$ cat src/rtl/sar_bus_ctl_pkg.sv
package sar_bus_ctl_pkg;
  // Input clocks per conversion: one clear cycle, WIDTH trial cycles and one
  // final cycle of the divided clock, each two input clocks long.
  function automatic int conv_cycles(input int width);
    return 2 * (width + 2);
  endfunction

  // Width of the divided-clock step index.
  function automatic int step_bits(input int width);
    return $clog2(conv_cycles(width)) - 1;
  endfunction
endpackage

$ cat src/rtl/sar_strobe_sync.sv
module sar_strobe_sync #(
  parameter int STAGES = 2
) (
  input  logic clk,
  input  logic rst_n,
  input  logic cs_n,
  input  logic rd_n,
  output logic req_rise
);
  logic [STAGES-1:0] cs_sh, rd_sh;
  logic [STAGES:0]   cs_ext, rd_ext;
  logic              req, req_q;

  assign cs_ext = {cs_sh, ~cs_n};
  assign rd_ext = {rd_sh, ~rd_n};
  assign req    = cs_ext[STAGES] & rd_ext[STAGES];

  always_ff @(posedge clk or negedge rst_n) begin
    if (!rst_n) begin
      cs_sh <= '0;
      rd_sh <= '0;
      req_q <= 1'b0;
    end else begin
      cs_sh <= cs_ext[STAGES-1:0];
      rd_sh <= rd_ext[STAGES-1:0];
      req_q <= req;
    end
  end

  // Edge of the combined request: a level held low never retriggers.
  assign req_rise = req & ~req_q;
endmodule

$ cat src/rtl/sar_conv_seq.sv
module sar_conv_seq
  import sar_bus_ctl_pkg::*;
#(
  parameter int WIDTH     = 8,
  parameter int GUARD_CYC = 3,
  localparam int KW       = step_bits(WIDTH)
) (
  input  logic          clk,
  input  logic          rst_n,
  input  logic          req_rise,
  output logic          busy_n,
  output logic          hold,
  output logic          sar_clr,
  output logic          step_en,
  output logic [KW-1:0] step_k,
  output logic          done
);
  localparam int CONV_CYC = conv_cycles(WIDTH);
  localparam int TW       = KW + 1;
  localparam int GW       = $clog2(GUARD_CYC + 2);
  localparam logic [TW-1:0] T_HOLD = TW'(2);
  localparam logic [TW-1:0] T_LAST = TW'(CONV_CYC - 1);
  localparam logic [GW-1:0] G_INIT = GW'(GUARD_CYC);

  logic          active;
  logic [TW-1:0] t;
  logic [GW-1:0] guard;
  logic          start;

  assign start = req_rise && !active && (guard == '0);
  assign done  = active && (t == T_LAST);

  always_ff @(posedge clk or negedge rst_n) begin
    if (!rst_n) begin
      active <= 1'b0;
      t      <= '0;
      hold   <= 1'b0;
      guard  <= '0;
    end else begin
      if (start) begin
        active <= 1'b1;
        t      <= '0;
      end else if (done) begin
        active <= 1'b0;
        t      <= '0;
      end else if (active) begin
        t <= t + 1'b1;
      end

      if (start || done)               hold <= 1'b0;
      else if (active && t == T_HOLD)  hold <= 1'b1;

      if (done)              guard <= G_INIT;
      else if (guard != '0)  guard <= guard - 1'b1;
    end
  end

  // Divided clock: a step on the second input clock of each internal cycle;
  // nothing toggles while idle.
  assign busy_n  = ~active;
  assign sar_clr = start;
  assign step_en = active & t[0];
  assign step_k  = t[TW-1:1];
endmodule

$ cat src/rtl/sar_shift_reg.sv
module sar_shift_reg #(
  parameter int WIDTH = 8,
  parameter int KW    = 4
) (
  input  logic             clk,
  input  logic             rst_n,
  input  logic             clr,
  input  logic             step_en,
  input  logic [KW-1:0]    step_k,
  input  logic             cmp_i,
  output logic [WIDTH-1:0] code,
  output logic [WIDTH-1:0] result
);
  logic             cmp_q;
  logic [WIDTH-1:0] code_nx;

  // Bit i is tried at step WIDTH-i and decided one step later.
  for (genvar i = 0; i < WIDTH; i++) begin : g_bit
    localparam logic [KW-1:0] K_TRY = KW'(WIDTH - i);
    localparam logic [KW-1:0] K_DEC = KW'(WIDTH - i + 1);
    assign code_nx[i] = clr                             ? 1'b0  :
                        (step_en && step_k == K_TRY)    ? 1'b1  :
                        (step_en && step_k == K_DEC)    ? cmp_q :
                                                          code[i];
  end

  always_ff @(posedge clk or negedge rst_n) begin
    if (!rst_n) begin
      code  <= '0;
      cmp_q <= 1'b0;
    end else begin
      code  <= code_nx;
      cmp_q <= cmp_i;
    end
  end

  // LSB decision is taken on the final edge, so it bypasses the register.
  assign result = {code[WIDTH-1:1], cmp_q};
endmodule

$ cat src/rtl/sar_out_latch.sv
module sar_out_latch #(
  parameter int WIDTH = 8
) (
  input  logic             clk,
  input  logic             rst_n,
  input  logic             load,
  input  logic [WIDTH-1:0] result,
  input  logic             cs_n,
  input  logic             rd_n,
  output logic [WIDTH-1:0] data_o,
  output logic             data_oe
);
  always_ff @(posedge clk or negedge rst_n) begin
    if (!rst_n)    data_o <= '0;
    else if (load) data_o <= result;
  end

  assign data_oe = ~cs_n & ~rd_n;
endmodule

$ cat src/rtl/sar_bus_ctl.sv
module sar_bus_ctl
  import sar_bus_ctl_pkg::*;
#(
  parameter int WIDTH       = 8,
  parameter int SYNC_STAGES = 2,
  parameter int GUARD_CYC   = 3
) (
  input  logic             clk,
  input  logic             rst_n,
  input  logic             cs_n,
  input  logic             rd_n,
  input  logic             cmp_i,
  output logic             busy_n,
  output logic             hold,
  output logic [WIDTH-1:0] dac_code,
  output logic [WIDTH-1:0] data_o,
  output logic             data_oe
);
  localparam int KW = step_bits(WIDTH);

  logic             req_rise, sar_clr, step_en, done;
  logic [KW-1:0]    step_k;
  logic [WIDTH-1:0] result;

  sar_strobe_sync #(.STAGES(SYNC_STAGES)) u_sync (
    .clk(clk), .rst_n(rst_n), .cs_n(cs_n), .rd_n(rd_n), .req_rise(req_rise)
  );

  sar_conv_seq #(.WIDTH(WIDTH), .GUARD_CYC(GUARD_CYC)) u_seq (
    .clk(clk), .rst_n(rst_n), .req_rise(req_rise), .busy_n(busy_n),
    .hold(hold), .sar_clr(sar_clr), .step_en(step_en), .step_k(step_k),
    .done(done)
  );

  sar_shift_reg #(.WIDTH(WIDTH), .KW(KW)) u_sar (
    .clk(clk), .rst_n(rst_n), .clr(sar_clr), .step_en(step_en),
    .step_k(step_k), .cmp_i(cmp_i), .code(dac_code), .result(result)
  );

  sar_out_latch #(.WIDTH(WIDTH)) u_out (
    .clk(clk), .rst_n(rst_n), .load(done), .result(result),
    .cs_n(cs_n), .rd_n(rd_n), .data_o(data_o), .data_oe(data_oe)
  );
endmodule

$ cat config.mk
export PLATFORM = sky130hd
export DESIGN_NAME = sar_bus_ctl
export DESIGN_NICKNAME = d
export VERILOG_FILES = /design/src/rtl/sar_bus_ctl_pkg.sv /design/src/rtl/sar_strobe_sync.sv /design/src/rtl/sar_conv_seq.sv /design/src/rtl/sar_shift_reg.sv /design/src/rtl/sar_out_latch.sv /design/src/rtl/sar_bus_ctl.sv
export SDC_FILE = /design/constraint.sdc
export NUM_CORES = 1
export LEC_CHECK = 0
export ABC_AREA = 1
export BUFFER_PORTS_ARGS = -buffer_cell sky130_fd_sc_hd__buf_2
export CORE_MARGIN = 8
export CORE_UTILIZATION = 35
export DETAILED_ROUTE_END_ITERATION = 10
export PLACE_DENSITY = 0.64
export SYNTH_ARGS = -nofsm -noshare
export SYNTH_HDL_FRONTEND = slang
export SYNTH_HIERARCHICAL = 1
export SYNTH_SLANG_ARGS = --single-unit
$ cat constraint.sdc
create_clock -name clk -period 1.9 [get_ports clk]
set_clock_uncertainty 0.2 [all_clocks]
set_input_delay 0.285 -clock clk [delete_from_list [all_inputs] [get_ports clk]]
set_output_delay 0.285 -clock clk [all_outputs]
set_load 0.02 [all_outputs]
# Word level (Yosys, flattened, before mapping)

Index checks and enable logic that the tools add are counted.
W data, S select, Z words.

$add $sub $neg: 2
$mul: 0
Divide/modulo/power cells: 0
$lt $le $gt $ge: 0
Equality and inequality tests: 11
Shift-type cells: 0
Multiplexer cells: 33
Bitwise operators: 8
Reduce and logical (&&, ||, !) cells: 29

Operators by type and width:

| operator              | count |
|---|---|
| $reduce_bool A3 Y1    | 10 |
| $mux W1               | 28 |
| $eq A4 B3 Y1 const B  | 4 |
| $mux W5               | 3 |
| $logic_and A1 B1 Y1   | 13 |
| $eq A4 B2 Y1 const B  | 2 |
| $eq A4 B4 Y1 const B  | 2 |
| $mux W3               | 2 |
| $reduce_bool A2 Y1    | 3 |
| $add A5 B1 Y5 const B | 1 |
| $eq A5 B2 Y1 const B  | 1 |
| $eq A5 B5 Y1 const B  | 1 |
| $and A1 B1 Y1         | 4 |
| $eq A4 B1 Y1 const B  | 1 |
| $not A1 Y1            | 4 |
| $logic_not A3 Y1      | 1 |
| $sub A3 B1 Y3 const B | 1 |
| $logic_not A1 Y1      | 1 |
| $logic_or A1 B1 Y1    | 1 |

Register bits: 32
Bits in latches: 0
Bits in writable memories: 0
Memory bits (read-only): 0
Input bits: 5
Output and inout port bits: 19
Memories: 0

# Depth between registers and ports, before layout

Depth after elaboration: 6
Depth in mapped cells: 9
Gate-level depth less buffers: 8

# Hierarchy

Netlist, hierarchy kept.

Modules (own cells, without submodules):

| module          | times used | cells each | area an instance (sq um) |
|---|---|---|---|
| sar_conv_seq    | 1          | 69         | 609.3 |
| sar_shift_reg   | 1          | 76         | 563.0 |
| sar_out_latch   | 1          | 35         | 309.0 |
| sar_strobe_sync | 1          | 10         | 146.4 |

# Worst setup path before layout

Ideal clock, no wire load.

Path type: reg-to-reg
From: register u_seq.guard[0]
To: register u_sar.code[2]
Library setup time: 0.122 ns
Arrival: 1.409 ns
Setup slack: 0.169 ns
Stages on the path, launching flop included: 9
Buffers on the path: 0
Cell sequence: dfrtp_1 > inv_1 > ha_1 > ha_1 > nand3_4 > inv_1 > clkinv_1 > o2111ai_1 > nand2_1

Cells in the longest elaborated chain, start to end: 3
Elaborated cells on any way between the ends: 4
Classes of those cells: mux (1); reduce/logical (3)

Ends and longest elaborated chain:

| what                                                    | line                | text |
|---|---|---|
| start, declared                                         | sar_conv_seq.sv:27  | `logic [GW-1:0] guard;` |
| start signal, assigned                                  | sar_conv_seq.sv:54  | `else if (guard != '0) guard <= guard - 1'b1;` |
| $logic_not A3 Y1 *                                      | sar_conv_seq.sv:30  | `assign start = req_rise && !active && (guard == '0);` |
| $logic_and A1 B1 Y1 *                                   | sar_conv_seq.sv:30  |  |
| net sar_clr                                             | sar_bus_ctl.sv:21   | `logic req_rise, sar_clr, step_en, done;` |
| $reduce_bool A3 Y1 (no line) or $mux W1 (tied branches) | --                  |  |
| end signal, assigned                                    | sar_shift_reg.sv:32 | `code <= code_nx;` |
| end, declared                                           | sar_shift_reg.sv:11 | `output logic [WIDTH-1:0] code,` |

The timed path passes the listed nets; every way through them passes the cells marked *.
A chain may end at the register's enable or synchronous reset.

# Worst setup path in the final report

From: register u_seq.guard[0]
To: register u_sar.code[5]

Same word-level chain as after synthesis.

==> qor.txt <==
Status -> finished, final reports clean
CTS max path bufs -> 2
Initial antenna violation count -> 0
Min Tclk post-route -> 1.73 ns
Crit. End Element -> register
P_leak -> 1.01 nW
Area of the multi-input gates -> 632 um^2
Layout cells sized above 1 -> 0.278
PD cells -> 1690 nW/um^2
Worst Path Class, Setup -> reg2reg
DRT antenna net count -> 0
CTS Buf Count -> 5
CTS clk-pin slew, worst paths -> 0.07 ns
Worst Max-Slew Pin Slew -> 0.701 ns
I/O pin count -> 24
1st-pass router iterations -> 4
Syn. warnings -> 6
N_diodes -> 0
Largest net degree at the start of global routing -> 33
Die Span Y -> 84.2 um
Dpl hpwl -> 2.20 mm
Clk sink count -> 32
Mapped Area -> 1630 um^2
Gr usage total -> 0.0919
Final Hold Viols -> 0
Syn_area_per_cell -> 8.57 um^2
DR iter-0 viols -> 52
Grt total ovfl -> 0
Die Width -> 84.2 um
RSZ-0062 raised after global routing -> false
Sequential cell area fraction in the yosys report -> 0.492
Setup TNS Final -> 0 ns
DR WL/cell -> 11.2 um
Fillers -> 469
Top FF cell, synth -> dfrtp_1
F_max -> 0.579 GHz
Synth top area share -> 0.492
Via count -> 1226
Worst setup SP type -> register
Hold Slack -> 0.147 ns
Post-synth EDFFs -> 0
Endpoints failing setup -> 0
Register area -> 801 um^2
Synth Register Bits -> 32
Fin nets -> 224
GPL Wtd Cong -> 0.856
Area grow syn2layout -> 16.5%
Synth Net Count -> 199
Tcrit/Tclk final -> 0.908
Max cap viols -> 0
Netlist cell types -> 27
Clk Latency, worst-skew pair -> 0.28 ns
Hold crit path type -> reg2reg
Site row count -> 25
Leading cell type in the layout, fill and taps excluded -> nand2_1
Htree depth -> 2
CTS tree -> done
Vias in the first global route -> 1250
Die area -> 7090 um^2
Post-CTS setup buffer count -> 0
Worst-path maximum fanout -> 5
FFs w/ async S/R, synth -> 1.00
Vias per inst -> 4.54
Ranking of synthesized cells by area -> dfrtp_1 (49%), nand2_1 (15%), buf_4 (5.5%), inv_1 (3.7%), ha_1 (3.1%)
Most frequent cells in the layout -> nand2_1 (65), dfrtp_1 (32), buf_2 (23)
Drt drc -> 0
Clock root cell -> clkbuf_8
Slew headroom -> 0.533
Max-slew violations -> 0
Worst path required time -> 1.87 ns
Arrival @ worst endpoint -> 1.70 ns
Core area -> 4600 um^2
DRT Wirelength -> 3.02 mm
First-pass GRT wire length -> 5.47 mm
Synthesized instance count -> 190
Dominant cell type by area after synthesis -> dfrtp_1
Initial core utilization -> 0.354
PortBufs -> 23
Max VDD drop -> 0.000608 V
[path summary, 6_finish.rpt]
check,slack [ns],endpoint,cells after the start,start
min,0.15,u_sync/cs_sh[1]$_DFF_PN0_,0,u_sync/cs_sh[0]$_DFF_PN0_
min in group asynchronous,0.39,u_out/data_o[1]$_DFFE_PN0P_,2,rst_n
max,0.17,u_sar/code[5]$_DFFE_PN0P_,8,u_seq/guard[0]$_DFFE_PN0P_
max in group asynchronous,0.66,u_seq/guard[0]$_DFFE_PN0P_,2,rst_n
max reg2reg,0.17,u_sar/code[5]$_DFFE_PN0P_,8,u_seq/guard[0]$_DFFE_PN0P_
min reg2reg,0.15,u_sync/cs_sh[1]$_DFF_PN0_,0,u_sync/cs_sh[0]$_DFF_PN0_
[report_power, final]
part,switching (W),internal [W]
sequential,0.000197,0.000950
combinational,0.000911,0.000515
clock,0.000242,0.000389
total,0.00135,0.00185
[cell usage after synthesis (2+ instances only)]
library cell / instances
a21oi_1: 5
buf_4: 12
dfrtp_1: 32
ha_1: 4
inv_1: 16
inv_2: 6
nand2_1: 65
nand3_1: 8
nand3_4: 2
nand4_1: 6
nor2_1: 8
nor2_2: 7
nor2_4: 2
o2111ai_1: 3
o21ai_0: 2
[what timing repair did]
item | in CTS | in global routing
resized for setup | 0 | 3
endpoints found under the setup margin | 0 | 6
endpoints found under the hold margin | 35 | 0
hold buffers | 4 | 0
[worst max-delay path, stage by stage, from the launching register on]
cell and delay [ns]:
dfrtp_1 0.38, inv_1 0.07, ha_1 0.16, ha_2 0.24
nand3_4 0.10, clkinvlp_4 0.13, clkinvlp_2 0.17, nand4_1 0.13
nand2_1 0.05
[layout make-up]
type,count,area share
sequential,32,0.422
timing repair inverter,1,0.00264
timing repair buffer,31,0.0976
multi-input combinational,120,0.333
tap,54,0.0356
clock inverter,2,0.0185
inverter,24,0.0521
clock buffer,6,0.0383
[routing by layer]
layer / vias to the layer above / routed length [um] / track usage
li1: 630 / - / -
met1: 569 / 1430 / 0.106
met2: 23 / 1350 / 0.148
met3: 4 / 201 / 0.0426
met4: 0 / 32 / 0.0283
met5: - / 0 / 0
[through the flow]
step	setup slack (ns)	util	cells	instance area, um^2	power, W
final	0.174	0.413	270	1900	0.00320
after floorplan	0.169	-	190	1630	0.00232
after global routing	0.0207	0.413	270	1900	0.00351
after global placement	0.137	0.377	257	1730	0.00257
after CTS	0.0407	0.409	269	1880	0.00326
after detailed placement	0.0608	0.377	257	1730	0.00259
[registers in the layout, indices dropped and copies added (netlist names)]
register	count
u_out/data_o	8
u_sar/cmp_q	1
u_sar/code	8
u_seq/active	1
u_seq/guard	3
u_seq/hold	1
u_seq/t	5
u_sync/cs_sh	2
u_sync/rd_sh	2
u_sync/req_q	1
[kinds of logic (layout without fill, tap and decap cells)]
family / after synthesis / in the layout / share of synthesized area
xor gates and xnor gates: 1 / 1 / 0.00538
and+or+nand+nor: 102 / 102 / 0.300
buffers and inverters: 38 / 64 / 0.121
adders and majority gates: 4 / 4 / 0.0307
DFF: 32 / 32 / 0.492
AOI/OAI and AO/OA: 13 / 13 / 0.0507
Power figures use the tool's default switching activity.
